==> src/rtl/burst_seq.sv <==
module burst_seq #(
  parameter int AW = 2
) (
  input  logic          clk,
  input  logic          rst_n,
  input  logic          load,
  input  logic [AW-1:0] start_addr,
  input  logic          step_n,
  input  logic          order_sel,
  output logic [AW-1:0] burst_addr,
  output logic [AW-1:0] beat_idx
);

  logic [AW-1:0] base_q;
  logic [AW-1:0] cnt_q;

  always_ff @(posedge clk or negedge rst_n) begin
    if (!rst_n) begin
      base_q <= '0;
      cnt_q  <= '0;
    end else if (load) begin
      base_q <= start_addr;
      cnt_q  <= '0;
    end else if (!step_n) begin
      cnt_q  <= cnt_q + 1'b1;
    end
  end

  assign beat_idx   = cnt_q;
  assign burst_addr = order_sel ? (base_q ^ cnt_q) : (base_q + cnt_q);


  load_first_chk: assert property (@(posedge clk) disable iff (!rst_n)
    load |=> (burst_addr == $past(start_addr)) && (beat_idx == '0));


  wait_hold_chk: assert property (@(posedge clk) disable iff (!rst_n)
    (!load && step_n) |=> $stable(beat_idx) && $stable(burst_addr));


  step_count_chk: assert property (@(posedge clk) disable iff (!rst_n)
    (!load && !step_n) |=> beat_idx == $past(beat_idx) + 1'b1);


  linear_step_chk: assert property (@(posedge clk) disable iff (!rst_n)
    (!load && !step_n && !order_sel) |=> (order_sel || burst_addr == $past(burst_addr) + 1'b1));


  load_wins_chk: assert property (@(posedge clk) disable iff (!rst_n)
    (load && !step_n) |=> beat_idx == '0);

endmodule

==> config.mk <==
export PLATFORM = sky130hd
export DESIGN_NAME = burst_seq
export DESIGN_NICKNAME = d
export VERILOG_FILES = /design/src/rtl/burst_seq.sv
export SDC_FILE = /design/constraint.sdc
export NUM_CORES = 1
export LEC_CHECK = 0
export BUFFER_PORTS_ARGS = -buffer_cell sky130_fd_sc_hd__buf_2
export CAP_MARGIN = 10
export CORE_AREA = 2 2 39 41
export DETAILED_ROUTE_END_ITERATION = 8
export DIE_AREA = 0 0 41 43
export GPL_ROUTABILITY_DRIVEN = 0
export PLACE_DENSITY = 0.37
export SLEW_MARGIN = 20
export SYNTH_ARGS = -nofsm -noshare
export SYNTH_HDL_FRONTEND = slang
export SYNTH_SLANG_ARGS = --single-unit
==> constraint.sdc <==
create_clock -name clk -period 1.4 [get_ports clk]
set_clock_uncertainty 0.05 [all_clocks]
set_input_delay 0.28 -clock clk [delete_from_list [all_inputs] [get_ports clk]]
set_output_delay 0.28 -clock clk [all_outputs]
set_load 0.02 [all_outputs]
Word level (Yosys, flattened, before mapping)
Cells that the tools add are included.
{ "totals": {"reg_bits": 4, "latch_bits": 0, "ram_bits": 0, "rom_bits": 0, "out_inout_bits": 4, "wordCells": 9, "mem_count": 0} }
{ "classes": {"n_addsub": 2, "mul": 0, "n_div": 0, "n_lt_le_gt_ge": 0, "eq_ne": 1, "shift": 0, "n_mux": 3, "bitwise": 1, "reduce_logical": 0} }
{ "ops": {"columns": ["cell", "n"], "rows": [
  ["$mux 2", 3],
  ["$add 2x1->2 const B", 1],
  ["$add 2x2->2", 1],
  ["$ne 2x2->1 const B", 1],
  ["$xor 2x2->2", 1]
]} }

Depth between registers and ports, before layout
Gate-level depths: netlist of the first run.
{ "depth": {"word_depth": 3, "depth_mapped": 3, "depth_no_buf": 3} }

Worst setup path after synthesis of the first run
OpenSTA, ideal clock, no wires.
{ "synth_path": {"path_kind": "register -> output", "from": "reg cnt_q[0] (netlist: beat_idx[0])", "to": "out burst_addr[1]", "arrival_ns": 1.176, "required_time_ns": 1.070, "path_slack_ns": -0.106, "path_stages_with_launch": 4, "path_cell_list": "dfrtp_1 -> ha_1 -> nor2b_1 -> xnor2_1"} }
{ "synth_via": {"elab_chain_cells": 2} }
{ "synth_rtl": {"columns": ["element", "line_no", "text"], "rows": [
  ["start: declaration", "15", "logic [AW-1:0] cnt_q;"],
  ["start signal: assignment", "25", "cnt_q <= cnt_q + 1'b1;"],
  ["$add 2x2->2", "30", "assign burst_addr = order_sel ? (base_q ^ cnt_q) : (base_q + cnt_q);"],
  ["$mux 2", "30", null],
  ["end: declaration", "10", "output logic [AW-1:0] burst_addr,"]
]} }
Every way passes these cells.

Final worst setup path of the first run
{ "layout_path": {"from": "reg base_q[0]", "to": "out burst_addr[1]"} }
{ "layout_via": {"elab_chain_cells": 2} }
{ "layout_rtl": {"columns": ["element", "line_no", "text"], "rows": [
  ["start: declaration", "14", "logic [AW-1:0] base_q;"],
  ["start signal: assignment", "22", "base_q <= start_addr;"],
  ["$add 2x2->2", "30", null],
  ["$mux 2", "30", null]
]} }
Every way passes these cells.

==> results.cfg, run 1 <==
[setup_path]
path_max_fanout = 2
crit_path_start_kind = flop
cp-end-kind = primary output
cp_cell_sequence = ha_2 -> nor2b_4 -> xnor2_2 -> buf_4
cp.required_ns = 1.07
slowest_stage = dfrtp_1
crit_path_max_incr_delay_ns = 0.38
path_class = flop to primary output
worstPathArrival_ns = 1.18

[power]
leakage_nw = 0.162
ir_drop_v = 0.000329
total_power_uw = 386
p_per_area_nw_per_um2 = 1130

[run]
drv_cap = 0

[sta]
fin_tns_setup_ns = -0.110
final_max_slew_viol_count = 0
setup_violations = 1
fmax_mhz = 662
max_slew_margin_pct = 88.4
rsz0062_at_grt = true
layout_setup_ws_ns = -0.110
worst_slew_pin_slew_ns = 0.174
period_share_pct = 108
finalHoldViolations = 0
period_needed_ns = 1.51

[floorplan]
start_util_pct = 14.3
fp.dieH_um = 43
coreArea_um2 = 1380
io-pin-count = 11
rows = 14
die_w_um = 41
die_area_um2 = 1760

[clocking]
clock-sinks = 4
cts_buffer_depth = 2
cts_max_level = 1
cts_setup_buffers = 0
cts_made_buffers = 3
cts_root_buf = clkbuf_4
clk_pin_slew_ns = 0.04
cts_tree = done
clk_latency_ns = 0.23

[synth]
synth.largest_area_cell = dfrtp_1
synth-seq-area-share_pct = 50.6
ys_warn_count = 0
ys_seq_elements = 4
synth.net_count = 23
ys_types = 9
netlist_instances = 15
synth_area_um2 = 198
synth_edf_count = 0
synth.most_common_cell = dfrtp_1
synthTopCellsByCount = dfrtp_1, xnor2_1, mux2_2
synth_top_area_share_pct = 50.6
avgSynthCellArea_um2 = 13.2
synth_area_leaders = dfrtp_1, xnor2_1, mux2_2
synth_flop_cell = dfrtp_1
synthArstFlopShare_pct = 100

[grt]
overflow = 0
grtUsageTotal_pct = 6.25
antenna_found_initial = 0
first_global_vias = 172
grt_start_max_net_pins = 5
grt_first_pass_wirelength_um = 676

[routing]
drtIter0Drc = 3
drt_pre_antenna_iters = 2
vias = 163
vias_per_cell = 3.54
wl_um = 392
drtAntennaViolNets = 0
drc_errors = 0
drt-wirelength-per-cell_um = 8.52

[layout]
n_antenna_cell = 0
drive_gt1_share_pct = 70.0
fin_area_um2 = 342
fin_util_pct = 24.7
multi_input_area_um2 = 123
syn2layout_area_growth_pct = 72.8
final_nets = 40
n_fill_cell = 156
ff_latch_area_um2 = 100

[outcome]
status = finished with violations
failed_checks = setup timing

[placed_design]
placed_cell_area_um2 = 283
pre_cts_ws_ns = 0.0857
port_buffers = 10

[min_path]
hp-class = primary input to flop
## timing repair
action	CTS	global route
pin swaps	0	0
endpoints found under the hold margin	4	0
hold buffers	1	0
setup endpoints to repair	1	2
resized for setup	7	0
## routing by layer
metal  global-route usage, %  wire, µm  up-vias
met3                    3.14        35        0
met5                       0         0        -
met4                    8.00         0        0
met2                    6.88       212        7
met1                    7.17       144       75
li1                        -         -       81
## worst max-delay path, delay by kind of cell (launching register included)
family	cells	cell delay, ns
xor gates and xnor gates	1	0.11
adders and majority gates	1	0.17
buffers and inverters	1	0.15
and+or+nand+nor	1	0.12
DFF	1	0.38
## cell usage in the layout, fill, tap and decap left out, drive strengths merged
cell type	count
and2b	1
buf	11
nor2b	2
clkbuf	3
nor3	1
dfrtp	4
dlygate4sd3	1
ha	1
xnor2	3
nor2	1
mux2	2
## flip-flops by register name, summed over array words and instances, names as in the netlist
signal,count
base_q,2
beat_idx,2
## cell type report
cell class,count,area share [%]
flip-flops and latches,4,29.3
well taps,16,5.86
clock buffers,3,6.59
repair buffers,12,22.3
multi-input cells,11,35.9
## per-stage QoR
step / instances / hold slack (ns)
floorplan: 15 / -0.0656
global placement: 42 / 0.0378
detailed placement: 42 / 0.0386
CTS: 46 / 0.210
global route: 46 / 0.212
finish: 46 / 0.214
## path summary, 6_finish.rpt
path / startpoint / to / slack [ns] / cells after the start
max: base_q[0]$_DFFE_PN0P_ / burst_addr[1] / -0.11 / 4
min: load / beat_idx[1]$_DFFE_PN0P_ / 0.21 / 2
max reg2reg: beat_idx[0]$_DFFE_PN0P_ / beat_idx[1]$_DFFE_PN0P_ / 0.42 / 4
min reg2reg: base_q[0]$_DFFE_PN0P_ / base_q[0]$_DFFE_PN0P_ / 0.48 / 1
max in group asynchronous: rst_n / beat_idx[1]$_DFFE_PN0P_ / 0.85 / 2
min in group asynchronous: rst_n / beat_idx[0]$_DFFE_PN0P_ / 0.33 / 2
## where the power goes
group / total (mW) / internal, mW / switching, mW / leakage, nW
sequential: 0.135 / 0.127 / 0.00880 / 0.0497
clock: 0.141 / 0.0958 / 0.0454 / 0.0138
combinational: 0.109 / 0.0617 / 0.0477 / 0.0981
## cell families after synthesis
family	synth area share, %
multiplexers	11.4
AND/OR/NAND/NOR	18.4
XOR/XNOR	13.3
adder cells (fa/ha/maj)	6.33
flip-flops	50.6
(Power assumes the default switching activity.)
==> run 2: changes to the inputs <==
--- a/config.mk
+++ b/config.mk
@@ -7,9 +7,9 @@
 export LEC_CHECK = 0
 export BUFFER_PORTS_ARGS = -buffer_cell sky130_fd_sc_hd__buf_2
 export CAP_MARGIN = 10
-export CORE_AREA = 2 2 39 41
+export CORE_AREA = 4 4 41 43
 export DETAILED_ROUTE_END_ITERATION = 8
-export DIE_AREA = 0 0 41 43
+export DIE_AREA = 0 0 45 47
 export GPL_ROUTABILITY_DRIVEN = 0
 export PLACE_DENSITY = 0.37
 export SLEW_MARGIN = 20
==> constraint.sdc (replaced) <==
create_clock -name clk -period 1.4 [get_ports clk]
set_clock_uncertainty 0.05 [all_clocks]
set_input_delay 0.28 -clock clk [delete_from_list [all_inputs] [get_ports clk]]
set_output_delay 0.28 -clock clk [all_outputs]
set_load 0.05 [all_outputs]
==> run 2 against run 1 <==
Net effect: the flow still finishes with violations (setup timing); largest cell class unchanged; count of clock-buffer cells in the layout up 1; setup slack got worse by 0.057 ns; via count increased by 6.7%; critical path type unchanged; non-clock buffer count rose by 1; total power rose by 23%.
==> results.cfg, run 2 (same netlist as run 1, synthesis figures left out) <==
[outcome]
status = finished with violations
failed_checks = setup timing

[setup_path]
rr_startpoint = beat_idx[0]$_DFFE_PN0P_
path_class = flop to primary output
path_max_fanout = 2
cp-end-kind = primary output
crit_start = beat_idx[0]$_DFFE_PN0P_
cp.required_ns = 1.07
crit_path_max_incr_delay_ns = 0.41
worstPathArrival_ns = 1.24
crit_path_start_kind = flop
cp_cell_sequence = ha_4 -> nor2b_4 -> xnor2_4 -> buf_6
slowest_stage = dfrtp_2
r2r_cells = 4

[sta]
fin_tns_setup_ns = -0.167
max_slew_margin_pct = 81.6
final_max_slew_viol_count = 0
period_needed_ns = 1.57
fmax_mhz = 638
setup_violations = 1
finalHoldViolations = 0
period_share_pct = 112
layout_setup_ws_ns = -0.167
rsz0062_at_grt = true
worst_slew_pin_slew_ns = 0.274

[grt]
grt_start_max_net_pins = 5
antenna_found_initial = 0
grt_first_pass_wirelength_um = 862
met2_usage_pct = 10.2
grtUsageTotal_pct = 6.57
first_global_vias = 198
met1_usage_pct = 5.95
grt_use_met3_pct = 2.30
top_usage_layer = met2
overflow = 0

[floorplan]
start_util_pct = 15.2
fp.dieH_um = 47
coreArea_um2 = 1300
die_w_um = 45
die_area_um2 = 2120
io-pin-count = 11
rows = 13

[placed_design]
port_buffers = 10
pre_cts_ws_ns = -0.0326
placed_cell_area_um2 = 330

[clocking]
clk_pin_slew_ns = 0.04
cts_buffer_depth = 2
cts_max_level = 1
clk_latency_ns = 0.23
cts_tree = done
cts_made_buffers = 3
cts_root_buf = clkbuf_4
clock-sinks = 4
cts_setup_buffers = 0

[layout]
fin_area_um2 = 383
drive_gt1_share_pct = 75.0
final_nets = 41
syn2layout_area_growth_pct = 93.7
n_antenna_cell = 0
final_cell_mix = buf_2, clkbuf_4
final_common_cell = buf_2
fin_util_pct = 29.4

[power]
ir_drop_v = 0.000450
leakage_nw = 0.171
p_per_area_nw_per_um2 = 1240

[routing]
wl_um = 491
drt_pre_antenna_iters = 2
drc_errors = 0
vias = 174
drtAntennaViolNets = 0
drtIter0Drc = 2
vias_per_cell = 3.70
drt-wirelength-per-cell_um = 10.4

[min_path]
whs_path_depth = 2
hold_start = load
hp-class = primary input to flop

[run]
drv_cap = 0
## run 2: changes by cell type in the layout (fill, tap and decap cells not counted), sizes merged
cell	change
clkbuf	+1
buf	+1
## run 2: path summary, 6_finish.rpt
check | to | slack (ns)
worst max register to register | beat_idx[1]$_DFFE_PN0P_ | 0.36
max in group asynchronous | beat_idx[0]$_DFFE_PN0P_ | 0.82
worst max-delay path | burst_addr[1] | -0.17
worst min register to register | base_q[1]$_DFFE_PN0P_ | 0.52
worst min-delay path | beat_idx[1]$_DFFE_PN0P_ | 0.21
min in group asynchronous | beat_idx[1]$_DFFE_PN0P_ | 0.35
## run 2: per-layer routing
layer	vias up	routed length [µm]
met1	83	164
met4	0	6
met2	6	276
met5	-	0
met3	2	43
li1	83	-
## run 2: critical path: cells and delay by family (launching register included)
kind,cells,cell delay [ns]
xor gates and xnor gates,1,0.12
buffers and inverters,1,0.17
and+or+nand+nor,1,0.13
DFF,1,0.41
adders and majority gates,1,0.16
## run 2: repair_timing
item / 4_1_cts / 5_1_grt
hold buffers: 1 / 0
pin swaps: 1 / 0
hold endpoints to repair: 4 / 0
resized for setup: 5 / 1
endpoints found under the setup margin: 2 / 2
## run 2: metrics by stage
stage | cells | hold slack [ns] | power [mW]
floorplan | 15 | -0.0656 | 0.255
global placement | 43 | 0.0393 | 0.291
detailed placement | 43 | 0.0426 | 0.294
CTS | 48 | 0.200 | 0.491
global route | 47 | 0.212 | 0.503
finish | 47 | 0.208 | 0.473
## run 2: report_power, final
group	total, mW	switching, mW	internal (mW)
clock network	0.159	0.0517	0.107
logic	0.177	0.0935	0.0835
registers	0.138	0.0103	0.127
total	0.473	0.155	0.318
## run 2: layout make-up
class	instances	area [µm²]
clock buffers	4	26.3
fillers	145	918
multi-input cells	11	144
flip-flops and latches	4	103
well taps	15	18.8
repair buffers	13	91.3
